===== src/rtl/part_addr_pkg.sv =====
package part_addr_pkg;

  function automatic int unsigned pop_bits(input logic [63:0] v, input int unsigned w);
    int unsigned n;
    n = 0;
    for (int unsigned b = 0; b < 64; b++)
      if (b < w && v[b]) n++;
    return n;
  endfunction

endpackage


===== src/rtl/part_req_check.sv =====
module part_req_check #(
  parameter int unsigned L    = 8,
  parameter int unsigned LOGW = $clog2(L + 1)
) (
  input  logic [LOGW-1:0] log_n_i,
  input  logic [L-1:0]    part_i,
  input  logic [L-1:0]    mask_i,
  output logic            ok_o,
  output logic [L:0]      num_parts_o,
  output logic [L-1:0]    last_idx_o
);
  import part_addr_pkg::*;

  localparam int unsigned KW = $clog2(L + 1);

  logic [KW-1:0] k;
  logic          shape_ok;
  logic [L-1:0]  high_bits;

  always_comb begin
    k           = KW'(pop_bits(64'(mask_i), L));
    high_bits   = mask_i >> log_n_i;
    shape_ok    = (log_n_i != '0) && (32'(log_n_i) <= L) && (k != '0) && (high_bits == '0);
    num_parts_o = shape_ok ? ((L+1)'(1) << (32'(log_n_i) - 32'(k))) : '0;
    last_idx_o  = L'(((L+1)'(1) << k) - (L+1)'(1));
    ok_o        = shape_ok && ((L+1)'(part_i) < num_parts_o);
  end

endmodule


===== src/rtl/part_scatter.sv =====
module part_scatter #(
  parameter int unsigned L = 8
) (
  input  logic [L-1:0] mask_i,
  input  logic [L-1:0] part_i,
  input  logic [L-1:0] cnt_i,
  output logic [L-1:0] addr_o
);

  // rank of each position among masked / unmasked positions below it
  always_comb begin
    int unsigned ci;
    int unsigned pi;
    ci = 0;
    pi = 0;
    addr_o = '0;
    for (int unsigned b = 0; b < L; b++) begin
      if (mask_i[b]) begin
        addr_o[b] = cnt_i[ci];
        ci++;
      end else begin
        addr_o[b] = part_i[pi];
        pi++;
      end
    end
  end

endmodule


===== src/rtl/part_addr_gen.sv =====
module part_addr_gen #(
  parameter int unsigned L    = 8,
  parameter int unsigned LOGW = $clog2(L + 1)
) (
  input  logic            clk_i,
  input  logic            rst_ni,
  input  logic            req_valid_i,
  output logic            req_ready_o,
  input  logic [LOGW-1:0] log_n_i,
  input  logic [L-1:0]    part_i,
  input  logic [L-1:0]    mask_i,
  output logic            err_o,
  output logic [L:0]      num_parts_o,
  output logic            addr_valid_o,
  input  logic            addr_ready_i,
  output logic [L-1:0]    addr_o,
  output logic            addr_last_o
);

  logic            req_ok;
  logic [L:0]      req_parts;
  logic [L-1:0]    req_last_idx;
  logic            busy_q, err_q;
  logic [L-1:0]    mask_q, part_q, cnt_q, last_idx_q;
  logic [LOGW-1:0] log_n_q;
  logic [L:0]      num_parts_q;
  logic            accept, start, at_last;

  part_req_check #(.L(L), .LOGW(LOGW)) i_check (
    .log_n_i     (log_n_i),
    .part_i      (part_i),
    .mask_i      (mask_i),
    .ok_o        (req_ok),
    .num_parts_o (req_parts),
    .last_idx_o  (req_last_idx)
  );

  part_scatter #(.L(L)) i_scatter (
    .mask_i (mask_q),
    .part_i (part_q),
    .cnt_i  (cnt_q),
    .addr_o (addr_o)
  );

  assign accept  = req_valid_i && !busy_q;
  assign start   = accept && req_ok;
  assign at_last = (cnt_q == last_idx_q);

  always_ff @(posedge clk_i or negedge rst_ni) begin
    if (!rst_ni) begin
      busy_q      <= 1'b0;
      err_q       <= 1'b0;
      mask_q      <= '0;
      part_q      <= '0;
      cnt_q       <= '0;
      last_idx_q  <= '0;
      log_n_q     <= '0;
      num_parts_q <= '0;
    end else begin
      err_q <= accept && !req_ok;
      if (start) begin
        busy_q      <= 1'b1;
        mask_q      <= mask_i;
        part_q      <= part_i;
        cnt_q       <= '0;
        last_idx_q  <= req_last_idx;
        log_n_q     <= log_n_i;
        num_parts_q <= req_parts;
      end else if (busy_q && addr_ready_i) begin
        if (at_last) busy_q <= 1'b0;
        else         cnt_q  <= cnt_q + 1'b1;
      end
    end
  end

  assign req_ready_o  = !busy_q;
  assign err_o        = err_q;
  assign num_parts_o  = num_parts_q;
  assign addr_valid_o = busy_q;
  assign addr_last_o  = busy_q && at_last;

  AST_HOLD_UNDER_STALL: assert property (@(posedge clk_i) disable iff (!rst_ni)
    addr_valid_o && !addr_ready_i |=> addr_valid_o && $stable(addr_o) && $stable(addr_last_o));
  AST_ERR_NO_STREAM: assert property (@(posedge clk_i) disable iff (!rst_ni)
    err_o |-> !addr_valid_o);
  AST_ADDR_IN_RANGE: assert property (@(posedge clk_i) disable iff (!rst_ni)
    addr_valid_o |-> ((addr_o >> log_n_q) == '0));
  AST_IDLE_AFTER_LAST: assert property (@(posedge clk_i) disable iff (!rst_ni)
    addr_valid_o && addr_last_o && addr_ready_i |=> !addr_valid_o && req_ready_o);
  AST_PARTS_NONZERO: assert property (@(posedge clk_i) disable iff (!rst_ni)
    addr_valid_o |-> num_parts_o != '0);
  AST_BUSY_NO_ERR: assert property (@(posedge clk_i) disable iff (!rst_ni)
    addr_valid_o && !addr_last_o |=> !err_o);

endmodule


===== config.mk =====
export PLATFORM = sky130hd
export DESIGN_NAME = part_addr_gen
export DESIGN_NICKNAME = d
export VERILOG_FILES = /design/src/rtl/part_addr_pkg.sv /design/src/rtl/part_req_check.sv /design/src/rtl/part_scatter.sv /design/src/rtl/part_addr_gen.sv
export SDC_FILE = /design/constraint.sdc
export NUM_CORES = 1
export LEC_CHECK = 0
export BUFFER_PORTS_ARGS = -buffer_cell sky130_fd_sc_hd__buf_2
export CORE_ASPECT_RATIO = 1.25
export CORE_MARGIN = 3
export CORE_UTILIZATION = 30
export CTS_BUF_LIST = sky130_fd_sc_hd__clkbuf_4 sky130_fd_sc_hd__clkbuf_8 sky130_fd_sc_hd__clkbuf_16
export DETAILED_ROUTE_END_ITERATION = 8
export PLACE_DENSITY = 0.48
export SKIP_CTS_REPAIR_TIMING = 1
export SLEW_MARGIN = 20
export SYNTH_ARGS = -nofsm -noshare
export SYNTH_HDL_FRONTEND = slang
export SYNTH_SLANG_ARGS = --single-unit

===== constraint.sdc =====
create_clock -name clk_i -period 4.5 [get_ports clk_i]
set_input_delay 0.225 -clock clk_i [delete_from_list [all_inputs] [get_ports clk_i]]
set_output_delay 0.225 -clock clk_i [all_outputs]
set_load 0.1 [all_outputs]

* Yosys cells after proc, flatten, opt, wreduce, memory -nomap -nowiden
Cells that the tools add are included.
Word-level totals: RAM bits 0, memories 0, bits in registers 43, bits in read-only memories 0, input bits 24, latch bits 0
Operators by class: bitwise logic cells 0, multiplexer cells 65, reduce and logical (&&, ||, !) cells 18, order comparisons 16, $mul 0, equality and inequality tests 2, shifts and indexed selects 3, add/subtract/negate cells 22, div/mod/pow operators 0
Operator list (number):
- 32-bit by 4-bit less-than comparator with 1-bit output, second input constant | 12
- 32-bit 2-to-1 mux | 12
- 32-bit by 1-bit adder with 32-bit output, second input constant | 10
- 1-bit binary-select mux with 3-bit select | 14
- 1-bit by 32-bit << shifter with 9-bit output, first input constant | 1
- 1-bit 2-to-1 mux | 28
- 4-bit 2-to-1 mux | 7
- 4-bit by 1-bit adder with 4-bit output, second input constant | 6
- 8-bit 2-to-1 mux | 3
- 1-bit logical AND | 9
- 8-bit by 9-bit less-than comparator with 1-bit output | 1
- 9-bit 2-to-1 mux | 1
- 8-bit by 1-bit adder with 8-bit output, second input constant | 1
- 8-bit == test | 1
- 8-bit logical NOT | 1
- 1-bit by 4-bit less-than comparator with 1-bit output, second input constant | 2
- 4-bit nonzero test | 2
- 1-bit by 4-bit << shifter with 8-bit output, first input constant | 1
- 8-bit by 4-bit >> shifter with 8-bit output | 1
- 8-bit by 2-bit subtractor with 8-bit output, second input constant | 1
- 1-bit by 1-bit adder with 2-bit output, second input constant | 3
- 4-bit by 4-bit subtractor with 5-bit output | 1
- 4-bit less-or-equal comparator, second input constant | 1
- 2-bit AND reduction | 2
- 3 further kinds | 5

* Longest topological paths before layout
depth after elaboration 24, depth in mapped cells 36, depth with buffers taken out 35

* By module
A second synthesis with hierarchy kept.
Second synthesis, totals: cells, all modules 459, area total of the unflattened synthesis 4548.1 µm²
By module, submodules not included:
- part_addr_gen | times used 1, seq. area each 1076.0 µm², area an instance 1883.1 µm², cells an instance 134
- part_scatter | times used 1, seq. area each 0.0 µm², area an instance 1381.3 µm², cells an instance 150
- part_req_check | times used 1, seq. area each 0.0 µm², area an instance 1283.7 µm², cells an instance 175

* Least setup slack after synthesis
No wires, ideal clock.
path type input -> register, start point input mask_i[0], end point register num_parts_q[0] (netlist: num_parts_o[0]), arrival 6518 ps, library setup time 126 ps, stages on the path 35, buffers on the path 1, required time 4374 ps, setup slack -2144 ps, path through inv_1 -> ha_1 -> xnor2_2 -> inv_1 -> ha_1 -> nor2b_1 -> nor2_1 -> ha_1 -> nand2_1 -> nand2_1 -> ha_1 -> nor2b_1 -> a21oi_1 -> ha_1 -> nand2_1 -> nand2_1 -> ha_1 -> nor2b_1 -> o22ai_1 -> inv_1 -> ha_1 -> nor2b_1 -> o21ai_0 -> nor3b_1 -> o21bai_1 -> or3_1 -> ha_1 -> a21o_1 -> a21oi_1 -> nor2b_1 -> o21ai_0 -> a31oi_1 -> nor3_4 -> buf_6 -> mux2_4
On the way: word-level cells in the longest chain between the ends 22, elaborated cells on any way between the ends 26, classes of those cells add/sub (8); order compare (1); shift (2); mux (9); reduce/logical (6)
RTL lines:
- from (decl) | RTL line part_addr_gen.sv:11 | input logic [L-1:0] mask_i,
- branches (longest 22 deep; another with 4-bit by 1-bit adder with 4-bit output)
- to (signal assigned) | RTL line part_addr_gen.sv:68 | num_parts_q <= req_parts;
- to (decl) | RTL line part_addr_gen.sv:26 | logic [L:0] num_parts_q;
Parallel ways; which one is timed is not known. A chain may end at the register's enable or synchronous reset.

* Worst setup path after layout
start point input mask_i[1], end point register num_parts_q[0] (netlist: num_parts_o[0])
On the way: word-level cells in the longest chain between the ends 20, elaborated cells on any way between the ends 24, classes of those cells add/sub (7); order compare (1); shift (2); mux (8); reduce/logical (6)
RTL lines:
- branches (longest 20 deep; another with 4-bit by 1-bit adder with 4-bit output)
Parallel ways; which one is timed is not known.

==> run metrics <==
Final Skew 0.00308 ns; final hold viol count 0; antenna violations before repair 0; Cell Area, Synth 4390 um^2; die area 16100 um^2; clock slew at reported path FFs 0.06 ns; post-synthesis cell type count 62; FF+latch count, synth 43; final WL 12100 um; Synth Flop Type dfrtp_1; Area Growth Syn to Fin 45.8%; Max stage delay on crit path 0.37 ns; RSZ-0062 raised after global routing yes; layout cells sized above 1 48.5%; FF-to-FF path depth 7; Max clock buf depth 2; DR pass1 iterations 4; Crit. End Element register; final worst path period share 132%; number of diodes 0; Final Cell Area 6400 um^2; Worst EP arrival 6.12 ns; Slew HR 36.3%; r2r setup slk 2.21 ns; via count 3844; final layout net count 647; data required time of the worst path 4.67 ns; kind of critical path in2reg; Mean Syn Cell Area 9.68 um^2; worst hold path class in2async; ys async rst share 100%; CTS sink count 43; core area 14100 um^2; clk_lat worst skew 0.28 ns; Starting Density 31.3%; DIE WIDTH 114 um; Port Buffers 44; violated checks setup timing; DRC Markers 0; total gr overflow 0; achievable frequency 168 MHz; Net Count, Synth 511; CP dominant cell by count ha_4; FP Rows 48; Final HPWL DP 9460 um; min setup slack post-route -1.45 ns; FF-to-FF Start cnt_q[0]$_DFFE_PN0P_; min Tclk post-route 5.95 ns; root buffer cell clkbuf_16; Post-DP Area 5610 um^2; largest net degree at the start of global routing 44; number of flops mapped to enable cells by yosys 0; startpoint types input pin; mean number of vias per cell 5.02; sequential cell area fraction in the yosys report 24.5%; antenna-violating nets left 0; max cap viols 0; GPL Wtd Cong 0.836; Crit Path Max Fanout 8; worst slew pin tran 0.955 ns; Max stage delay cell, worst path or3_4; first-pass GRT wire length 19200 um; IO Count 45; RR Endpoint cnt_q[6]$_DFFE_PN0P_; cell count after synthesis 454; die height 141 um; post-DR wirelength/cell 15.8 um; Final Slew Violations 0; All-Layer GR Usage 14.7%; TritonCTS Buffers 5; status finished, violations left; initial drt markers 211; vias in the first global route 3835; H-tree depth 2; final setup violating endpoints 43; CTS tree built; yosys warns 0
area by class of cell:
| cell class | instances | area (um^2) |
|---|---|---|
| Timing Repair Buffer | 154 | 1210 |
| Fill cell | 1357 | 7650 |
| Multi-Input combinational cell | 354 | 3620 |
| Sequential cell | 43 | 1080 |
| Clock inverter | 1 | 5.00 |
| Clock buffer | 6 | 139 |
| Tap cell | 175 | 219 |
| Inverter | 32 | 135 |
synthesized netlist by cell type (all sizes together), types with 2 or more instances:
| cell type | count | share of area, % |
|---|---|---|
| o22ai | 4 | 0.57 |
| nor2b | 14 | 2.0 |
| a21o | 3 | 0.51 |
| nand4 | 5 | 0.71 |
| mux2 | 32 | 9.9 |
| xor2 | 13 | 2.6 |
| mux2i | 30 | 6.8 |
| xor3 | 2 | 1.1 |
| o32ai | 4 | 0.80 |
| clkbuf | 14 | 1.2 |
| and3 | 4 | 0.57 |
| nand3b | 2 | 0.34 |
| ha | 32 | 9.1 |
| mux4 | 13 | 6.7 |
| xnor3 | 4 | 2.1 |
| o21ai | 13 | 1.6 |
| xnor2 | 24 | 5.0 |
| a311o | 2 | 0.46 |
| o31ai | 2 | 0.34 |
| and2 | 3 | 0.43 |
| or4 | 2 | 0.34 |
| or3 | 9 | 1.3 |
| inv | 32 | 2.7 |
| dfrtp | 43 | 24 |
| nand2 | 42 | 3.6 |
| nand2b | 6 | 0.85 |
| nor2 | 25 | 2.1 |
| nor3 | 6 | 0.94 |
| a21oi | 17 | 1.9 |
| a211oi | 3 | 0.63 |
| a31oi | 4 | 0.57 |
| or2 | 3 | 0.43 |
| nor4 | 3 | 0.43 |
| nand3 | 11 | 1.3 |
| buf | 11 | 1.7 |
| o211ai | 2 | 0.34 |
cell families (layout without fill, tap and decap cells):
kind of cell	after synthesis	after routing	synth area share, %
simple gates	138	138	15.9
mux	75	75	23.4
compound gates	65	65	10.3
buf+inv	57	193	5.64
xor+xnor	43	43	10.7
flops	43	43	24.5
fa+ha+maj	33	33	9.57
worst max path at each step:
| stage | start | endpoint | slack, ns | cells after the start |
|---|---|---|---|---|
| after floorplan | mask_i[1] | num_parts_o[0]$_DFFE_PN0N_ | -1.55 | 35 |
| after global placement | mask_i[1] | mask_q[3]$_DFFE_PN0N_ | -1.82 | 36 |
| after detailed placement | mask_i[1] | mask_q[3]$_DFFE_PN0N_ | -1.97 | 36 |
| after CTS | mask_i[1] | mask_q[3]$_DFFE_PN0N_ | -1.71 | 36 |
| after global routing | mask_i[1] | num_parts_o[0]$_DFFE_PN0N_ | -1.76 | 37 |
| final | mask_i[1] | num_parts_o[0]$_DFFE_PN0N_ | -1.45 | 37 |
layer usage:
layer  GRT usage (%)  routed length (um)  share of wire [%]
met5               0                   0                  0
met4            3.63                 165                1.4
met3            1.11                 247                2.0
met2            26.9                6510                 54
met1            18.5                5140                 43
state kept, by name (all words and copies together), names as in the netlist:
name          count
last_idx_q        8
part_q            8
cnt_q             8
err_o             1
num_parts_o       9
mask_q            8
addr_valid_o      1
placed cells by master (no fill, tap or decap), drive strengths merged, types with 3 or more instances in the layout:
cell type,instances
dfrtp,43
a21oi,17
a211oi,3
nand2,42
or2,3
xor2,13
and3,4
and2,3
xnor2,24
nor2,25
nand2b,6
mux2i,30
nand3,11
clkbuf,8
a31oi,4
o21ai,13
mux2,32
nor3,6
o32ai,4
buf,152
nand4,5
or3,9
mux4,13
a21o,3
xnor3,4
o22ai,4
inv,32
nor4,3
nor2b,14
ha,32
per-stage QoR:
stage | util [%] | hold slack, ns | cells | TNS (ns) | setup WS (ns)
detailed placement | 39.9 | 0.429 | 727 | -80.51 | -1.97
floorplan | - | -0.0706 | 454 | -62.00 | -1.55
CTS | 40.9 | 0.126 | 734 | -69.54 | -1.71
global route | 45.6 | 0.171 | 765 | -72.45 | -1.76
finish | 45.6 | 0.0762 | 765 | -58.33 | -1.45
global placement | 39.9 | 0.414 | 727 | -74.44 | -1.82
critical path: cells and delay by family:
kind / cells / cell delay, ns
compound gates: 8 / 1.06
xor+xnor: 1 / 0.12
fa+ha+maj: 8 / 2.11
buf+inv: 6 / 0.58
mux: 1 / 0.29
simple gates: 13 / 1.69
Power is not shown: default switching activity piles up to over one toggle a cycle in this logic, so the estimate is an artifact.
